[config.mk]
export PLATFORM = sky130hd
export DESIGN_NAME = walk_gate_ctrl
export DESIGN_NICKNAME = d
export VERILOG_FILES = /design/src/rtl/wgc_pkg.sv /design/src/rtl/wgc_hold.sv /design/src/rtl/wgc_arb.sv /design/src/rtl/wgc_fsm.sv /design/src/rtl/walk_gate_ctrl.sv
export SDC_FILE = /design/constraint.sdc
export NUM_CORES = 1
export LEC_CHECK = 0
export BUFFER_PORTS_ARGS = -buffer_cell sky130_fd_sc_hd__buf_2
export CORE_AREA = 3 3 40 42
export CTS_CLUSTER_DIAMETER = 40
export CTS_CLUSTER_SIZE = 24
export DETAILED_ROUTE_END_ITERATION = 7
export DIE_AREA = 0 0 43 45
export PLACE_DENSITY = 0.72
export SKIP_CTS_REPAIR_TIMING = 1
export SYNTH_ARGS = -nofsm -noshare
export SYNTH_HDL_FRONTEND = slang
export SYNTH_HIERARCHICAL = 1
export SYNTH_SLANG_ARGS = --single-unit
[constraint.sdc]
create_clock -name clk -period 1.95 [get_ports clk]
set_input_delay 0 -clock clk [delete_from_list [all_inputs] [get_ports clk]]
set_output_delay 0 -clock clk [all_outputs]
set_load 0.02 [all_outputs]
[src/rtl/wgc_pkg.sv]
package wgc_pkg;
   typedef enum logic {
      WS_IDLE = 1'b0,
      WS_WALK = 1'b1
   } wstate_e;

   localparam int SRC_INS = 0;
   localparam int SRC_DAT = 1;
   localparam int SRC_PFQ = 2;
   localparam int SRC_COUNT = 3;
endpackage

[src/rtl/wgc_hold.sv]
module wgc_hold (
   input  logic clk,
   input  logic rst_n,
   input  logic set_i,
   input  logic taken_i,
   input  logic flush_i,
   output logic pend_o
);
   always_ff @(posedge clk or negedge rst_n) begin
      if (!rst_n)       pend_o <= 1'b0;
      else if (flush_i) pend_o <= 1'b0;
      else              pend_o <= (pend_o & ~taken_i) | set_i;
   end

   // a pending request not taken and not flushed survives
   p_hold_r6: assert property (@(posedge clk) disable iff (!rst_n)
      (pend_o && !taken_i && !flush_i) |=> pend_o);
endmodule

[src/rtl/wgc_arb.sv]
module wgc_arb #(
   parameter int N = 3
) (
   input  logic         clk,
   input  logic         rst_n,
   input  logic         en_i,
   input  logic [N-1:0] elig_i,
   output logic [N-1:0] gnt_o
);
   logic [N:0] blocked;

   always_comb begin
      blocked[0] = 1'b0;
      for (int i = 0; i < N; i++) begin
         gnt_o[i]     = en_i & elig_i[i] & ~blocked[i];
         blocked[i+1] = blocked[i] | elig_i[i];
      end
   end

   // a grant always lands on an eligible source
   p_gnt_elig_r5: assert property (@(posedge clk) disable iff (!rst_n)
      ((gnt_o & ~elig_i) == '0));
endmodule

[src/rtl/wgc_fsm.sv]
module wgc_fsm
   import wgc_pkg::*;
#(
   parameter int N = 3
) (
   input  logic         clk,
   input  logic         rst_n,
   input  logic [N-1:0] gnt_i,
   input  logic         cross_i,
   input  logic         done_i,
   output wstate_e      state_o,
   output logic [N-1:0] owner_o,
   output logic         cross_o
);
   always_ff @(posedge clk or negedge rst_n) begin
      if (!rst_n) begin
         state_o <= WS_IDLE;
         owner_o <= '0;
         cross_o <= 1'b0;
      end else begin
         case (state_o)
            WS_IDLE: if (|gnt_i) begin
               state_o <= WS_WALK;
               owner_o <= gnt_i;
               cross_o <= gnt_i[SRC_DAT] & cross_i;
            end
            WS_WALK: if (done_i) state_o <= WS_IDLE;
            default: state_o <= WS_IDLE;
         endcase
      end
   end

   // the owner of a running walk is exactly one source
   p_owner_r8: assert property (@(posedge clk) disable iff (!rst_n)
      (state_o == WS_WALK) |-> $onehot(owner_o));
endmodule

[src/rtl/walk_gate_ctrl.sv]
module walk_gate_ctrl
   import wgc_pkg::*;
#(
   parameter int NSRC = 3
) (
   input  logic            clk,
   input  logic            rst_n,
   input  logic            imiss_req,
   input  logic            dmiss_req,
   input  logic            dmiss_cross,
   input  logic            pf_req,
   input  logic            pf_retired,
   input  logic            flush,
   input  logic            cb_empty,
   input  logic            csq_empty,
   input  logic            ibuf_empty,
   input  logic            exc_pending,
   input  logic            dacc_required,
   input  logic            walk_done,
   input  logic            walk_fault,
   output logic [NSRC-1:0] grant,
   output logic            busy,
   output logic [NSRC-1:0] rsp_ok,
   output logic [NSRC-1:0] rsp_fault,
   output logic            mis_resume,
   output logic            mis_restart,
   output logic            lookup_open
);
   if (NSRC != SRC_COUNT) begin : g_bad_nsrc
      $error("walk_gate_ctrl: NSRC must equal the number of request sources");
   end

   logic [NSRC-1:0] req_vec, pend, elig, owner;
   logic            dcross_q, walk_cross, fin;
   wstate_e         state;

   assign req_vec[SRC_INS] = imiss_req;
   assign req_vec[SRC_DAT] = dmiss_req;
   assign req_vec[SRC_PFQ] = pf_req;

   for (genvar s = 0; s < NSRC; s++) begin : g_hold
      wgc_hold u_hold (
         .clk     (clk),
         .rst_n   (rst_n),
         .set_i   (req_vec[s]),
         .taken_i (grant[s]),
         .flush_i (flush),
         .pend_o  (pend[s])
      );
   end

   always_ff @(posedge clk or negedge rst_n) begin
      if (!rst_n)         dcross_q <= 1'b0;
      else if (flush)     dcross_q <= 1'b0;
      else if (dmiss_req) dcross_q <= dmiss_cross;
   end

   assign elig[SRC_INS] = pend[SRC_INS] & cb_empty & csq_empty & ibuf_empty
                          & ~exc_pending & ~flush;
   assign elig[SRC_DAT] = pend[SRC_DAT] & dacc_required & ~exc_pending & ~flush;
   assign elig[SRC_PFQ] = pend[SRC_PFQ] & pf_retired & ~flush;

   wgc_arb #(.N(NSRC)) u_arb (
      .clk    (clk),
      .rst_n  (rst_n),
      .en_i   (state == WS_IDLE),
      .elig_i (elig),
      .gnt_o  (grant)
   );

   wgc_fsm #(.N(NSRC)) u_fsm (
      .clk     (clk),
      .rst_n   (rst_n),
      .gnt_i   (grant),
      .cross_i (dcross_q),
      .done_i  (walk_done),
      .state_o (state),
      .owner_o (owner),
      .cross_o (walk_cross)
   );

   assign busy        = (state == WS_WALK);
   assign fin         = busy & walk_done;
   assign rsp_ok      = (fin && !walk_fault) ? owner : '0;
   assign rsp_fault   = (fin &&  walk_fault) ? owner : '0;
   assign mis_resume  = rsp_ok[SRC_DAT] & walk_cross;
   assign mis_restart = rsp_fault[SRC_DAT] & walk_cross;
   assign lookup_open = ~busy | owner[SRC_PFQ];

   p_igate_r1: assert property (@(posedge clk) disable iff (!rst_n)
      grant[SRC_INS] |-> (cb_empty && csq_empty && ibuf_empty && !exc_pending));
   p_dgate_r2: assert property (@(posedge clk) disable iff (!rst_n)
      grant[SRC_DAT] |-> (dacc_required && !exc_pending));
   p_pgate_r3: assert property (@(posedge clk) disable iff (!rst_n)
      grant[SRC_PFQ] |-> pf_retired);
   p_onehot_r5: assert property (@(posedge clk) disable iff (!rst_n)
      $onehot0(grant));
   p_single_r5: assert property (@(posedge clk) disable iff (!rst_n)
      busy |-> (grant == '0));
   p_busy_r7: assert property (@(posedge clk) disable iff (!rst_n)
      (|grant) |=> busy);
   p_rsp_r8: assert property (@(posedge clk) disable iff (!rst_n)
      ((rsp_ok | rsp_fault) != '0) |-> (busy && walk_done));
   p_restart_r9: assert property (@(posedge clk) disable iff (!rst_n)
      mis_restart |-> rsp_fault[SRC_DAT]);
endmodule

==> results.txt <==
----------------------------------------------------
[Worst setup path]
  Largest fanout on the critical path ... 7
  Largest delay share family, worst path ... simple AND/OR/NAND/NOR gates
  Worst EP required ... roughly 2.2 ns
  CP peak stage delay ... approximately 0.53 ns
  Crit Path Class ... in -> reg
  Signal arrival time at the worst endpoint ... approximately 1.8 ns
  Type of element launching the critical path ... input port
  Worst path bufs/invs ... 2
  Type of element capturing the critical path ... register
  Cell breakdown of the critical path ... dlygate4sd3_1 > buf_2 > nor3_1 > and4bb_2 > or4b_1 > nand3_1
  Cell type of the slowest stage on the worst timing path ... dlygate4sd3_1

[Clocking]
  Clock network latency to the later pin of the worst-skew pair ... roughly 0.26 ns
  Clk pin slew, worst setup/hold paths ... roughly 0.060 ns
  Sinks on the clock net ... 9
  Number of H-tree branching levels ... 1
  CTS tree ... yes
  Bufs on Longest Clock Path ... 2
  Root cell of the clock tree ... clkbuf_4
  Num CTS Buffers ... 3

[GRT]
  Aggregate global routing overflow ... 0
  Gr usage total ... 13.6%
  Antenna violations before repair ... 0
  Vias in the first global route ... between 400 and 500
  Pin count of the biggest net entering global routing ... 14
  Wire length of the first global-routing pass ... about 1900 um

[Synth]
  Cell with the most instances after synthesis ... dfrtp_1
  Number of synthesized flops with an enable pin ... 0
  Portion of the post-synthesis area used by sequential elements ... 42.6%
  XOR/XNOR Fraction of Synth Area ... 0%
  Total of warnings raised by yosys ... 6
  Dominant synthesized flop cell ... dfrtp_1
  Main combinational cell family by area after synthesis ... simple AND/OR/NAND/NOR gates
  Mux cell area share after synthesis ... 1.89%
  Leading post-synthesis cells by cell area ... dfrtp_1, a21oi_2, and3_2
  Post-synthesis instance total ... 56
  Syn Std Cell Area ... 529 um^2
  Synthesized-area fraction occupied by ao, oa, aoi and oai cells ... between 10% and 20%
  Area share of the leading cell type in the synthesized netlist ... a little over two fifths
  Net Count, Synth ... 71
  Adder-cell share of the synthesized area ... 0%
  Commonest cells in the synthesized netlist ... dfrtp_1, inv_1, nor2_1
  Proportion of register bits with asynchronous set or reset after synthesis ... 100%
  Basic-gate share of the synthesized area counting and, or, nand and nor cells ... approximately 37%
  Mapped Avg Cell Area ... between 9 and 10 um^2
  Cell taking the most area after synthesis ... dfrtp_1
  Synthesis-stage register bit count ... 9
  Number of distinct standard cells referenced by the synthesized netlist ... 25

[Timing]
  Count of final hold-check violations ... 2
  Worst Max-Slew Pin Slew ... 0.228 ns
  Setup repair after global routing missed its margin ... no
  Fraction of the cycle the final worst path needs ... between 80 and 90%
  Worst hold slack ... -0.0109 ns
  Final critical-path required period ... 1.65 ns
  Max Slew Vio Count ... 0
  Final TNS setup ... 0 ns
  Post-route setup slack ... 0.304 ns
  Worst-case clock skew ... approximately 0.0014 ns
  Finish-stage setup viols ... 0
  Slew margin rel. ... a little over four fifths
  Max Freq ... ~0.6 GHz

[Floorplanning]
  Io pins ... 28
  Die Span X ... around 43 um
  Die height ... 45 um
  Starting density of the core ... about 41%
  Core outline area ... around 0.0013 mm^2
  Die area ... about 0.0019 mm^2
  Rows ... 13

[Job]
  Max-capacitance violation count ... 0

[Route]
  Post-Route M1 WL ... approximately 490 um
  Vias/cell ... between 5 and 6
  Vias after detailed routing ... around 550
  Detailed Route WL ... between 1000 and 1500 um
  Met2 routed WL ... approximately 540 um
  Routed wire length on met3 ... 124 um
  Drc violations ... 0
  Iteration-0 DRC count of the detailed router ... 3
  Count of nets left with antenna violations after detail routing ... 0
  WL/cell ... 10.9 um
  Highest Signal Layer ... met4
  Pre-antenna DRT Iters ... 4

[Hold path]
  Hold Crit Class ... in -> reg

[Pwr]
  VDD IR max ... around 440 uV
  Total leakage power ... about 0.42 nW
  Power density over the cells ... 897 mW/mm^2

[Placement]
  HPWL after detailed placement ... 939 um
  Number of instances in the placed design ... between 90 and 100
  Quantity of I/O buffers inserted on ports ... 27
  Final GP Congestion ... 0.830
  DP Worst Slack ... 0.367 ns

[Run status]
  Run status ... complete, but fails checks
  Violations in the final reports ... negative hold slack

[Layout]
  Number of nets in the layout ... 109
  Synthesis-to-layout area growth ... 44.9%
  Number of inserted diodes ... 0
  Non-filler cells, final ... between 100 and 150
  Footprint of the multi-input gates ... 285 um^2
  Share of final-layout standard cells stronger than drive strength 1 ... 45.2%
  Final core occ ... 59.7%
  Count of fill cells added during filler insertion ... roughly 130
  Register Area ... between 200 and 250 um^2

----------------------------------------------------
sequential cells by signal (all words and copies together), names as in the netlist:
name	cells
dcross_q	1
u_fsm/cross_o	1
u_fsm/owner_o	3
u_fsm/state_o	1
g_hold.u_hold/pend_o	3
per-layer routing:
layer,vias up,global-route usage (%)
li1,274,-
met1,248,16.4
met2,28,22.2
met3,4,2.39
met4,0,9.04
met5,-,0
worst min-delay path, stage by stage:
cell	delay [ns]
buf_2	0.11
inv_1	0.06
a21oi_2	0.04
path summary, 6_finish.rpt:
kind,startpoint,end,slack [ns],cells after the start
min reg2reg,u_fsm/owner_o[0]$_DFFE_PN0P_,u_fsm/owner_o[0]$_DFFE_PN0P_,0.52,1
min in group asynchronous,rst_n,g_hold[0].u_hold/pend_o$_DFF_PN0_,0.12,2
max reg2reg,g_hold[0].u_hold/pend_o$_DFF_PN0_,u_fsm/cross_o$_DFFE_PN0P_,0.35,5
max in group asynchronous,rst_n,u_fsm/cross_o$_DFFE_PN0P_,1.65,2
min,dmiss_req,g_hold[1].u_hold/pend_o$_DFF_PN0_,-0.01,3
max,flush,u_fsm/cross_o$_DFFE_PN0P_,0.30,6
stage by stage:
step           power, mW  instance area [um^2]
3_5_place_dp       0.543                   691
6_report           0.688                   767
5_1_grt            0.740                   767
2_1_floorplan      0.446                   529
3_3_place_gp       0.542                   691
4_1_cts            0.686                   717
placed cells by master (no fill, tap or decap), types with 4 or more instances in the layout:
cell and instances:
nand3_1 4, inv_1 5, buf_2 27, dlygate4sd3_1 5, dfrtp_1 9, nor2_1 5
where the power goes:
part | internal (mW) | switching, mW
Clock | 0.0787 | 0.0630
Sequential | 0.236 | 0.0412
Combinational | 0.128 | 0.141
final cells by class:
cell class | instances | share of cell area (%)
tap | 15 | 2.45
multi-input combinational | 42 | 37.2
timing repair buffer | 33 | 25.1
sequential | 9 | 29.4
clock buffer | 4 | 3.43
inverter | 5 | 2.45
logic make-up (layout without fill, tap and decap cells):
| family | Yosys count | count (layout) |
|---|---|---|
| muxes | 1 | 1 |
| DFF | 9 | 9 |
| AOI/OAI and AO/OA | 10 | 10 |
| buffers and inverters | 5 | 42 |
| and+or+nand+nor | 31 | 31 |
(Power assumes the default switching activity.)
